File: src/rtl/tmr_regif_pkg.sv
// Package: shared types and control-field positions for the timer bank
// register front end.
// Assumes four control bits per channel in a fixed order within each nibble.
package tmr_regif_pkg;

    localparam int CTRL_BITS = 4;
    localparam int BIT_EN    = 0;
    localparam int BIT_EXT   = 1;
    localparam int BIT_OVF   = 2;
    localparam int BIT_PLS   = 3;
    localparam int REGS_PER_CH = 4;

    typedef enum logic [2:0] {
        ACC_CHAN  = 3'd0,
        ACC_CTRL  = 3'd1,
        ACC_CTRL2 = 3'd2,
        ACC_BAD   = 3'd3
    } acc_kind_e;

endpackage

File: src/rtl/tmr_addr_dec.sv
// Module: tmr_addr_dec
// Purpose: turns a byte offset into an access kind, a channel index and a
// register index.
// Layout: the low channels come first, then the control word and the spare
// word, then the high channels, which start one 16-byte block above the
// control word.
// Assumes: NUM_CH > LO_CH >= 2 and 16 bytes per channel.
module tmr_addr_dec
    import tmr_regif_pkg::*;
#(
    parameter int ADDR_W = 12,
    parameter int NUM_CH = 8,
    parameter int LO_CH  = 4,
    localparam int CH_W  = $clog2(NUM_CH)
) (
    input  logic [ADDR_W-1:0] addr,
    output acc_kind_e         kind,
    output logic [CH_W-1:0]   ch_idx,
    output logic [1:0]        reg_idx
);

    localparam int LO_END    = (LO_CH - 1) * 16;
    localparam int CTRL_OFF  = LO_END;
    localparam int CTRL2_OFF = LO_END + 4;
    localparam int HI_BASE   = LO_CH * 16;
    localparam int HI_END    = (NUM_CH + 1) * 16;

    logic [ADDR_W-1:0] blk;
    logic [ADDR_W-1:0] blk_m1;

    // Block number of the offset, and the same minus one for the high region.
    always_comb begin
        blk    = addr >> 4;
        blk_m1 = blk - ADDR_W'(1);
    end

    // Classify the offset and select the channel index.
    always_comb begin
        kind    = ACC_BAD;
        ch_idx  = '0;
        reg_idx = addr[3:2];
        if (addr[1:0] != 2'b00) begin
            kind = ACC_BAD;
        end else if (addr < ADDR_W'(LO_END)) begin
            kind   = ACC_CHAN;
            ch_idx = blk[CH_W-1:0];
        end else if (addr == ADDR_W'(CTRL_OFF)) begin
            kind = ACC_CTRL;
        end else if (addr == ADDR_W'(CTRL2_OFF)) begin
            kind = ACC_CTRL2;
        end else if (addr >= ADDR_W'(HI_BASE) && addr < ADDR_W'(HI_END)) begin
            kind   = ACC_CHAN;
            ch_idx = blk_m1[CH_W-1:0];
        end
    end

endmodule

File: src/rtl/tmr_ctrl_seq.sv
// Module: tmr_ctrl_seq
// Purpose: holds the applied control bits of every channel and carries out
// a control write in two steps. The first cycle applies disables and the
// configuration bits. The second cycle applies enables.
// Assumes: ctl_wr is a single-cycle strobe. A new write replaces any
// pending enable.
module tmr_ctrl_seq
    import tmr_regif_pkg::*;
#(
    parameter int NUM_CH = 8,
    parameter int LO_CH  = 4,
    localparam int CTRL_W = NUM_CH * CTRL_BITS
) (
    input  logic              clk,
    input  logic              rst_n,
    input  logic              ctl_wr,
    input  logic [CTRL_W-1:0] ctl_wdata,
    output logic [CTRL_W-1:0] ctrl_rd,
    output logic [NUM_CH-1:0] en_o,
    output logic [NUM_CH-1:0] ext_o,
    output logic [NUM_CH-1:0] ovf_o,
    output logic [NUM_CH-1:0] pls_o,
    output logic [NUM_CH-1:0] start_o,
    output logic [NUM_CH-1:0] stop_o,
    output logic [NUM_CH-1:0] upd_o,
    output logic              pulse_err_o
);

    logic [NUM_CH-1:0] en_q, ext_q, ovf_q, pls_q, pend_q;
    logic [NUM_CH-1:0] start_q, stop_q, upd_q;
    logic [NUM_CH-1:0] en_d, ext_d, ovf_d, pls_d, pend_d;
    logic [NUM_CH-1:0] start_d, stop_d, upd_d;
    logic              err_q, err_d;
    logic              lo_pls_req;

    // Detect a pulse-mode request on a channel that cannot pulse.
    always_comb begin
        lo_pls_req = 1'b0;
        for (int i = 0; i < LO_CH; i++) begin
            lo_pls_req = lo_pls_req | ctl_wdata[i*CTRL_BITS + BIT_PLS];
        end
    end

    // Next state: step one on a write, otherwise commit pending enables.
    always_comb begin
        for (int i = 0; i < NUM_CH; i++) begin
            logic [CTRL_BITS-1:0] nw;
            logic                 pls_ok;
            nw     = ctl_wdata[i*CTRL_BITS +: CTRL_BITS];
            pls_ok = (i >= LO_CH) ? nw[BIT_PLS] : 1'b0;
            if (ctl_wr) begin
                en_d[i]    = en_q[i] & nw[BIT_EN];
                pend_d[i]  = nw[BIT_EN] & ~en_q[i];
                stop_d[i]  = en_q[i] & ~nw[BIT_EN];
                start_d[i] = 1'b0;
                ext_d[i]   = nw[BIT_EXT];
                ovf_d[i]   = nw[BIT_OVF];
                pls_d[i]   = pls_ok;
                upd_d[i]   = (ext_q[i] != nw[BIT_EXT]) | (ovf_q[i] != nw[BIT_OVF])
                           | (pls_q[i] != pls_ok);
            end else begin
                en_d[i]    = en_q[i] | pend_q[i];
                pend_d[i]  = 1'b0;
                stop_d[i]  = 1'b0;
                start_d[i] = pend_q[i] & ~en_q[i];
                ext_d[i]   = ext_q[i];
                ovf_d[i]   = ovf_q[i];
                pls_d[i]   = pls_q[i];
                upd_d[i]   = 1'b0;
            end
        end
        err_d = err_q | (ctl_wr & lo_pls_req);
    end

    // State registers for applied bits, pending enables and action pulses.
    always_ff @(posedge clk) begin
        if (!rst_n) begin
            en_q    <= '0;
            ext_q   <= '0;
            ovf_q   <= '0;
            pls_q   <= '0;
            pend_q  <= '0;
            start_q <= '0;
            stop_q  <= '0;
            upd_q   <= '0;
            err_q   <= 1'b0;
        end else begin
            en_q    <= en_d;
            ext_q   <= ext_d;
            ovf_q   <= ovf_d;
            pls_q   <= pls_d;
            pend_q  <= pend_d;
            start_q <= start_d;
            stop_q  <= stop_d;
            upd_q   <= upd_d;
            err_q   <= err_d;
        end
    end

    // Pack the applied bits back into the control-word layout.
    always_comb begin
        for (int i = 0; i < NUM_CH; i++) begin
            ctrl_rd[i*CTRL_BITS + BIT_EN]  = en_q[i];
            ctrl_rd[i*CTRL_BITS + BIT_EXT] = ext_q[i];
            ctrl_rd[i*CTRL_BITS + BIT_OVF] = ovf_q[i];
            ctrl_rd[i*CTRL_BITS + BIT_PLS] = pls_q[i];
        end
    end

    assign en_o        = en_q;
    assign ext_o       = ext_q;
    assign ovf_o       = ovf_q;
    assign pls_o       = pls_q;
    assign start_o     = start_q;
    assign stop_o      = stop_q;
    assign upd_o       = upd_q;
    assign pulse_err_o = err_q;


    pulse_err_sticky_chk: assert property (@(posedge clk) disable iff (!rst_n)
        err_q |=> err_q);

    for (genvar g = 0; g < NUM_CH; g++) begin : g_chk

        en_after_pend_chk: assert property (@(posedge clk) disable iff (!rst_n)
            $rose(en_q[g]) |-> $past(pend_q[g]));

        dis_on_write_chk: assert property (@(posedge clk) disable iff (!rst_n)
            $fell(en_q[g]) |-> $past(ctl_wr));

        pend_cancel_chk: assert property (@(posedge clk) disable iff (!rst_n)
            ctl_wr && pend_q[g] && !ctl_wdata[g*CTRL_BITS + BIT_EN]
            |=> !en_q[g] && !start_q[g]);

        same_bits_quiet_chk: assert property (@(posedge clk) disable iff (!rst_n)
            ctl_wr && (ctl_wdata[g*CTRL_BITS +: CTRL_BITS] == ctrl_rd[g*CTRL_BITS +: CTRL_BITS])
            |=> !start_q[g] && !stop_q[g] && !upd_q[g]);
    end

endmodule

File: src/rtl/tmr_chan_stub.sv
// Module: tmr_chan_stub
// Purpose: stand-in for one counting channel. It keeps the channel's
// register words so that the map can be written and read back.
// Assumes: one write strobe per access and a combinational read port.
module tmr_chan_stub
    import tmr_regif_pkg::*;
#(
    parameter int DATA_W = 32,
    localparam int IDX_W = $clog2(REGS_PER_CH)
) (
    input  logic              clk,
    input  logic              rst_n,
    input  logic              wr_stb,
    input  logic [IDX_W-1:0]  reg_idx,
    input  logic [DATA_W-1:0] wdata,
    output logic [DATA_W-1:0] rd_data
);

    logic [DATA_W-1:0] regs_q [REGS_PER_CH];

    // Store a word into the addressed register slot.
    always_ff @(posedge clk) begin
        if (!rst_n) begin
            for (int r = 0; r < REGS_PER_CH; r++) regs_q[r] <= '0;
        end else if (wr_stb) begin
            regs_q[reg_idx] <= wdata;
        end
    end

    // Present the addressed register for reading.
    assign rd_data = regs_q[reg_idx];

endmodule

File: src/rtl/tmr_bank_regif.sv
// Module: tmr_bank_regif
// Purpose: top of the timer bank register front end. It decodes bus
// accesses, drives the channel strobes, holds the spare control word,
// hosts the channel stubs and returns registered read data and error.
// Assumes: bus_wr and bus_rd are never high together. DATA_W is at least
// NUM_CH*4.
module tmr_bank_regif
    import tmr_regif_pkg::*;
#(
    parameter int ADDR_W = 12,
    parameter int DATA_W = 32,
    parameter int NUM_CH = 8,
    parameter int LO_CH  = 4,
    localparam int CH_W   = $clog2(NUM_CH),
    localparam int CTRL_W = NUM_CH * CTRL_BITS
) (
    input  logic              clk,
    input  logic              rst_n,
    input  logic [ADDR_W-1:0] bus_addr,
    input  logic [DATA_W-1:0] bus_wdata,
    input  logic              bus_wr,
    input  logic              bus_rd,
    output logic [DATA_W-1:0] bus_rdata,
    output logic              bus_err,
    output logic [NUM_CH-1:0] ch_wr_stb,
    output logic [NUM_CH-1:0] ch_rd_stb,
    output logic [1:0]        ch_reg_idx,
    output logic [DATA_W-1:0] ch_wdata,
    output logic [NUM_CH-1:0] chan_en,
    output logic [NUM_CH-1:0] chan_extclk,
    output logic [NUM_CH-1:0] chan_ovf_ie,
    output logic [NUM_CH-1:0] chan_pulse_en,
    output logic [NUM_CH-1:0] chan_start,
    output logic [NUM_CH-1:0] chan_stop,
    output logic [NUM_CH-1:0] chan_cfg_upd,
    output logic              pulse_err
);

    acc_kind_e         kind;
    logic [CH_W-1:0]   ch_idx;
    logic [1:0]        reg_idx;
    logic              ctl_wr;
    logic [CTRL_W-1:0] ctrl_rd;
    logic [DATA_W-1:0] ctrl2_q;
    logic [DATA_W-1:0] rd_val;
    logic [DATA_W-1:0] rdata_q;
    logic              err_q;
    logic [DATA_W-1:0] stub_rd [NUM_CH];

    tmr_addr_dec #(.ADDR_W(ADDR_W), .NUM_CH(NUM_CH), .LO_CH(LO_CH)) dec_i (
        .addr    (bus_addr),
        .kind    (kind),
        .ch_idx  (ch_idx),
        .reg_idx (reg_idx)
    );

    // Control write strobe.
    assign ctl_wr = bus_wr && (kind == ACC_CTRL);

    tmr_ctrl_seq #(.NUM_CH(NUM_CH), .LO_CH(LO_CH)) seq_i (
        .clk         (clk),
        .rst_n       (rst_n),
        .ctl_wr      (ctl_wr),
        .ctl_wdata   (bus_wdata[CTRL_W-1:0]),
        .ctrl_rd     (ctrl_rd),
        .en_o        (chan_en),
        .ext_o       (chan_extclk),
        .ovf_o       (chan_ovf_ie),
        .pls_o       (chan_pulse_en),
        .start_o     (chan_start),
        .stop_o      (chan_stop),
        .upd_o       (chan_cfg_upd),
        .pulse_err_o (pulse_err)
    );

    // One strobe pair and one stub per channel.
    for (genvar g = 0; g < NUM_CH; g++) begin : g_ch
        assign ch_wr_stb[g] = bus_wr && (kind == ACC_CHAN) && (ch_idx == CH_W'(g));
        assign ch_rd_stb[g] = bus_rd && (kind == ACC_CHAN) && (ch_idx == CH_W'(g));
        tmr_chan_stub #(.DATA_W(DATA_W)) stub_i (
            .clk     (clk),
            .rst_n   (rst_n),
            .wr_stb  (ch_wr_stb[g]),
            .reg_idx (reg_idx),
            .wdata   (bus_wdata),
            .rd_data (stub_rd[g])
        );
    end

    assign ch_reg_idx = reg_idx;
    assign ch_wdata   = bus_wdata;

    // Spare control word: stored and read back only.
    always_ff @(posedge clk) begin
        if (!rst_n)                                 ctrl2_q <= '0;
        else if (bus_wr && (kind == ACC_CTRL2))     ctrl2_q <= bus_wdata;
    end

    // Select read data by access kind. A rejected offset reads as zero.
    always_comb begin
        case (kind)
            ACC_CHAN:  rd_val = stub_rd[ch_idx];
            ACC_CTRL:  rd_val = DATA_W'(ctrl_rd);
            ACC_CTRL2: rd_val = ctrl2_q;
            default:   rd_val = '0;
        endcase
    end

    // Register read data and the error flag for the cycle after the access.
    always_ff @(posedge clk) begin
        if (!rst_n) begin
            rdata_q <= '0;
            err_q   <= 1'b0;
        end else begin
            rdata_q <= bus_rd ? rd_val : '0;
            err_q   <= (bus_wr || bus_rd) && (kind == ACC_BAD);
        end
    end

    assign bus_rdata = rdata_q;
    assign bus_err   = err_q;


    wr_stb_onehot_chk: assert property (@(posedge clk) disable iff (!rst_n)
        $onehot0(ch_wr_stb) && $onehot0(ch_rd_stb));

    misalign_no_wr_chk: assert property (@(posedge clk) disable iff (!rst_n)
        bus_wr && (bus_addr[1:0] != 2'b00) |-> (ch_wr_stb == '0) && !ctl_wr);

    bad_read_zero_chk: assert property (@(posedge clk) disable iff (!rst_n)
        bus_rd && (bus_addr[1:0] != 2'b00) |=> bus_err && (bus_rdata == '0));

endmodule

File: config.mk
export PLATFORM = sky130hd
export DESIGN_NAME = tmr_bank_regif
export DESIGN_NICKNAME = d
export VERILOG_FILES = /design/src/rtl/tmr_regif_pkg.sv /design/src/rtl/tmr_addr_dec.sv /design/src/rtl/tmr_ctrl_seq.sv /design/src/rtl/tmr_chan_stub.sv /design/src/rtl/tmr_bank_regif.sv
export SDC_FILE = /design/constraint.sdc
export NUM_CORES = 2
export LEC_CHECK = 0
export BUFFER_PORTS_ARGS = -buffer_cell sky130_fd_sc_hd__buf_2
export CAP_MARGIN = 25
export CORE_MARGIN = 1
export CORE_UTILIZATION = 45
export DETAILED_ROUTE_END_ITERATION = 12
export PLACE_DENSITY = 0.64
export SETUP_SLACK_MARGIN = 0.15
export SLEW_MARGIN = 20
export SYNTH_ARGS = -nofsm -noshare
export SYNTH_HDL_FRONTEND = slang
export SYNTH_SLANG_ARGS = --single-unit
File: constraint.sdc
create_clock -name clk -period 9.8 [get_ports clk]
set_clock_uncertainty 0.05 [all_clocks]
set_input_delay 0.98 -clock clk [delete_from_list [all_inputs] [get_ports clk]]
set_output_delay 0.98 -clock clk [all_outputs]
set_load 0.05 [all_outputs]
Word-level counts from Yosys, hierarchy flattened --
Memory sizes are Yosys's and may differ from the RTL's. Cells that the tools add are included.
Cells by class: add/sub/neg operators 1, magnitude comparators 4, equal/unequal tests 32, multiplexer cells 71, bitwise operators 75, reduce and logical (&&, ||, !) cells 37
Operator list (count):
- two-way mux 32 bit | 10
- OR reduction 32 bit | 8
- binary-select mux 32 bit (select 3 bit) | 1
- case mux 32 bit (3 select lines) | 1
- two-way mux 1 bit | 41
- AND 1 bit | 33
- two-way mux 3 bit | 9
- equality test 12 x 6 -> 1 bit (second input constant) | 2
- OR 1 bit | 24
- logical AND 1 bit | 22
- inequality test 1 bit | 20
- two-way mux 2 bit | 9
- inverter 1 bit | 17
- equality test 3 x 2 -> 1 bit (second input constant) | 4
- equality test 3 bit (second input constant) | 4
- greater-or-equal comparator 12 x 7 -> 1 bit (second input constant) | 1
- < comparator 12 x 6 -> 1 bit (second input constant) | 1
- < comparator 12 x 8 -> 1 bit (second input constant) | 1
- equality test 3 x 1 -> 1 bit (second input constant) | 2
- zero test 3 bit | 2
- greater-or-equal comparator 4 bit (second input constant) | 1
- inverter 3 -> 4 bit | 1
- AND reduction 2 bit | 2
- subtractor 3 x 1 -> 3 bit (second input constant) | 1
- other kinds (3) | 3
Storage, ports and cells: register bits after elaboration 126, bits in writable memories 1024, input port bits 48, output and inout bits 140, memories 8
Memories:
- g_ch[0].stub_i.regs_q | depth 4, width 32, rd ports 1, clocked after Yosys merged registers in 0, write ports 4, RTL line tmr_chan_stub.sv:19 | logic [DATA_W-1:0] regs_q [REGS_PER_CH];
- g_ch[1].stub_i.regs_q | depth 4, width 32, rd ports 1, clocked after Yosys merged registers in 0, write ports 4, RTL line tmr_chan_stub.sv:19
- g_ch[2].stub_i.regs_q | depth 4, width 32, rd ports 1, clocked after Yosys merged registers in 0, write ports 4, RTL line tmr_chan_stub.sv:19
- g_ch[3].stub_i.regs_q | depth 4, width 32, rd ports 1, clocked after Yosys merged registers in 0, write ports 4, RTL line tmr_chan_stub.sv:19
- g_ch[4].stub_i.regs_q | depth 4, width 32, rd ports 1, clocked after Yosys merged registers in 0, write ports 4, RTL line tmr_chan_stub.sv:19
- g_ch[5].stub_i.regs_q | depth 4, width 32, rd ports 1, clocked after Yosys merged registers in 0, write ports 4, RTL line tmr_chan_stub.sv:19
- +2 memories

Depth between registers and ports, before layout --
depth after elaboration 15, mapped depth 11

Modules after synthesis --
From an unflattened synthesis, not the netlist that was laid out.
Unflattened totals: cell total of the unflattened synthesis 3714, area, all modules 51634.5 um2
By module, submodules not included:
- tmr_chan_stub | instances 8, cells each 357, area an instance 5470.2 um2, sequential area each 3843.7 um2
- tmr_bank_regif | instances 1, cells each 599, area an instance 5076.1 um2, sequential area each 1301.2 um2
- tmr_ctrl_seq | instances 1, cells each 228, area an instance 2580.0 um2, sequential area each 1221.2 um2
- tmr_addr_dec | instances 1, cells each 31, area an instance 216.5 um2, sequential area each 0.0 um2

Worst setup path before layout --
No wires, ideal clock.
path type input -> register, from input bus_addr[4], to memory g_ch[2].stub_i.regs_q[1][0] (enable), setup time 0.466 ns, arrival 4.995 ns, data required time 9.284 ns, slack 4.289 ns, cell stages on the path 8, buffers on the path 2, path through ha_1 > or4b_4 > nand2b_4 > and2_1 > buf_2 > or3_1 > buf_6 > o21ai_0
RTL lines:
- start: declaration | RTL line tmr_bank_regif.sv:19 | input logic [ADDR_W-1:0] bus_addr,
- end: declaration | RTL line tmr_chan_stub.sv:19

Worst setup path in the final report --
from input bus_addr[4], to output ch_wr_stb[3]
Between the ends: word-level cells in the longest chain between the ends 10, elaborated cells on any way between the ends 21
Ends and longest elaborated chain:
- greater-or-equal comparator 12 x 7 -> 1 bit or < comparator 12 x 8 -> 1 bit (tied branches) | RTL line tmr_addr_dec.sv:51 | end else if (addr >= ADDR_W'(HI_BASE) && addr < ADDR_W'(HI_END)) begin
- logical AND 1 bit | RTL line tmr_addr_dec.sv:51
- two-way mux 2 bit | RTL line tmr_addr_dec.sv:51
- two-way mux 3 bit | RTL line tmr_addr_dec.sv:49 | end else if (addr == ADDR_W'(CTRL2_OFF)) begin
- two-way mux 3 bit | RTL line tmr_addr_dec.sv:47 | end else if (addr == ADDR_W'(CTRL_OFF)) begin
- two-way mux 3 bit | RTL line tmr_addr_dec.sv:44 | end else if (addr < ADDR_W'(LO_END)) begin
- two-way mux 3 bit | RTL line tmr_addr_dec.sv:42 | if (addr[1:0] != 2'b00) begin
- zero test 3 bit | RTL line tmr_bank_regif.sv:78 | assign ch_wr_stb[g] = bus_wr && (kind == ACC_CHAN) && (ch_idx == CH_W'(g));
- logical AND 1 bit | RTL line tmr_bank_regif.sv:78
- logical AND 1 bit * | RTL line tmr_bank_regif.sv:78
- end: declaration | RTL line tmr_bank_regif.sv:25 | output logic [NUM_CH-1:0] ch_wr_stb,
Mark *: on every way between the ends. The rest lies on a longest branch, timed or not.

==> impl_metrics.ini <==
[finish]
fin_util = 0.513
design_area_um2 = 56200
final_layout_size_suffix_gt1_frac = 0.207
nets = 3680
final_cells = 5210
nFillCells = 9091
syn_to_final_growth_pct = 12.4

[timing]
setup_viol = 0
fmax_mhz = 159
final_max_slew_viol_count = 0
hold_violations = 0
setup_ws_ns = 3.51
fin_tns_setup_ns = 0
fin_crit_sh = 0.642
relSlewSlack = 0.237
period_needed_ns = 6.29
hold-worst-slack_ns = 0.399
rsz0062_at_grt = no
tightest_slew_ns = 1.14

[floorplan]
rows = 121
start_util = 0.457
design.die.area_um2 = 112000
pin_count = 188
coreArea_um2 = 109000
die_y_um = 335
die_w_um = 335

[clock_tree]
cts_made_buffers = 116
clkSinkCount = 1150
post_cts_buffers = 0
cts_tree = built
clockBufferDepth = 3
cts-root-buf = clkbuf_16
clkTransAtPathRegs_ns = 0.07
worstSkewPairLatency_ns = 0.71
hold_buffers = 0
h-tree-depth = 3
cts_resized = 0

[placed_design]
place_ws_ns = 3.68
numPortBuffers = 183
placed_cell_area_um2 = 52400
hpwlAfterDp_mm = 90.5
dp_cells = 4985
place_congestion = 0.869

[logic_synthesis]
yosys.area.top_type_share = 0.615
synth-edff-count = 1024
ys_types = 64
ys_seq_area_frac = 0.666
synth_cells = 3587
yosysTopAreaCell = edfxtp_1
synth_ff_type = edfxtp_1
syn_avg_cell_area_um2 = 13.9
syn_area_um2 = 50000
ys_warn_count = 0
ys_top_cells_by_area = edfxtp_1 (62%), mux4_2 (12%), nor2_1 (6.0%)
ys_ff_latch = 1150
async_flop_share = 0

[global_route]
grt_max_degree = 97
met3_usage = 0.0792
grt_pass1_vias = 31300
grt_pass1_wl_mm = 230
met2_usage = 0.445
busiest_layer = met2
track_usage = 0.289
antenna_found_initial = 7
grt.overflow.total = 0
use_met1 = 0.400

[detailed_routing]
detail_route.first_pass.iterations = 5
vias = 32900
ant_nets = 0
wirelength_mm = 163
routedWlPerCell_um = 31.4
drc = 0
avgViaCountPerCell = 6.31
dr.first_iter.drc_count = 4896

[critical_path]
r2r_cells = 4
crit_end = ch_wr_stb[3]
cp_slowest_cell = inv_2
critPathMaxFanout = 34
criticalPathCategory = in2out
r2r_slack_ns = 7.76
cp.arrival_ns = 5.26
required_ns = 8.77
cp-startpoint = bus_addr[4]
crit_family = buffers and inverters
path_buf_inv = 5
critPathMostFrequentCell = buf_2
reg2reg_from = g_ch[2].stub_i.regs_q[3][23]
cp-start-kind = input pin
timing.rr.end = bus_rdata[23]
worstPathCellList = buf_2, inv_1, ha_1, nor4bb_1, or3_2, buf_4, nand3_1, inv_2, buf_2
worst-path-stages = 9
endpoint_kind = output pin
slowest_delay_ns = 0.81

[job]
max-cap-violations = 0

[min_path]
hold_path.class = reg2reg

[power]
power_density_nw_per_um2 = 192
ir_worst_vdd_mv = 0.140
p_leak_nw = 18.8
total_power_mw = 10.8

[outcome]
status = finished, final reports clean
[where the power goes]
group / internal (mW) / switching (mW)
logic: 0.245 / 0.513
registers: 5.54 / 0.0568
clock network: 2.52 / 1.92
total: 8.30 / 2.49
[per-layer routing]
layer  share of wire  vias up
li1                -    13300
met1            0.38    16900
met2            0.45     2413
met3            0.14      341
met4           0.032        2
met5        0.000080        -
[layout make-up]
class | count | area [um^2] | share of cell area
sequential | 1150 | 33300 | 0.592
multi-input combinational | 2084 | 15600 | 0.277
clock buffer | 164 | 3260 | 0.0579
tap | 1476 | 1850 | 0.0329
timing repair buffer | 267 | 1690 | 0.0301
clock inverter | 55 | 494 | 0.00880
inverter | 10 | 37.5 | 0.000668
antenna | 4 | 10.0 | 0.000178
[cells in the final DEF, fill, tap and decap left out, types with 8 or more instances in the layout]
cell type and count:
a211o_1 17, a211oi_1 10, a21boi_0 50, a21boi_1 10
a21oi_1 30, and2_1 161, and3_1 128, buf_2 180
buf_4 76, bufinv_16 8, clkbuf_1 33, clkbuf_16 118
clkbuf_8 13, clkinv_1 21, clkinv_2 16, dfxtp_1 126
edfxtp_1 1024, mux2i_1 22, mux4_2 256, nand2_1 224
nand3_1 16, nor2_1 788, nor3_1 27, nor3b_1 25
o21a_1 9, o21ai_0 44, o21ai_4 32, o221ai_1 37
o22ai_1 54, or3_1 21, xnor2_1 20
[flip-flops by register name, summed over array words and instances (netlist names)]
signal,count
g_ch.stub_i.regs_q,1024
bus_rdata,32
ctrl2_q,32
seq_i.en_o,8
seq_i.ext_o,8
seq_i.ovf_o,8
seq_i.pend_q,8
seq_i.start_o,8
seq_i.stop_o,8
seq_i.upd_o,8
seq_i.pls_o,4
bus_err,1
seq_i.pulse_err_o,1
[worst register-to-register path, delay by kind of cell, from the launching register on]
kind | cells | cell delay (ns)
AO/OA/AOI/OAI | 2 | 0.53
flip-flops | 1 | 0.36
AND/OR/NAND/NOR | 1 | 0.48
multiplexers | 1 | 0.48
[cells by family after synthesis]
| group | synth area share |
|---|---|
| adders and majority gates | 0.000751 |
| buffers and inverters | 0.0336 |
| and+or+nand+nor | 0.132 |
| AOI/OAI and AO/OA | 0.0434 |
| xor gates and xnor gates | 0.00350 |
| DFF | 0.666 |
| muxes | 0.121 |
| other | 0.0000750 |
[how the worst min path moves through the flow]
stage / end / cells after the start / from / slack [ns]
after floorplan: ctrl2_q[20] / 2 / ctrl2_q[20] / 0.38
after global placement: ctrl2_q[20] / 2 / ctrl2_q[20] / 0.38
after detailed placement: ctrl2_q[4] / 2 / ctrl2_q[4] / 0.39
after CTS: ctrl2_q[4] / 2 / ctrl2_q[4] / 0.40
after global routing: ctrl2_q[28] / 2 / ctrl2_q[28] / 0.43
final: ctrl2_q[4] / 2 / ctrl2_q[4] / 0.40
[synthesized netlist by cell type (all sizes together) (22+ instances only)]
master  count
edfxtp   1024
nor2      796
mux4      256
nand2     233
clkbuf    187
and2      161
buf       159
and3      130
dfxtp     126
o21ai      79
a21boi     60
o22ai      54
o221ai     37
nor3       33
a21oi      31
nor3b      25
or3        23
mux2i      22
(Power assumes the default switching activity.)
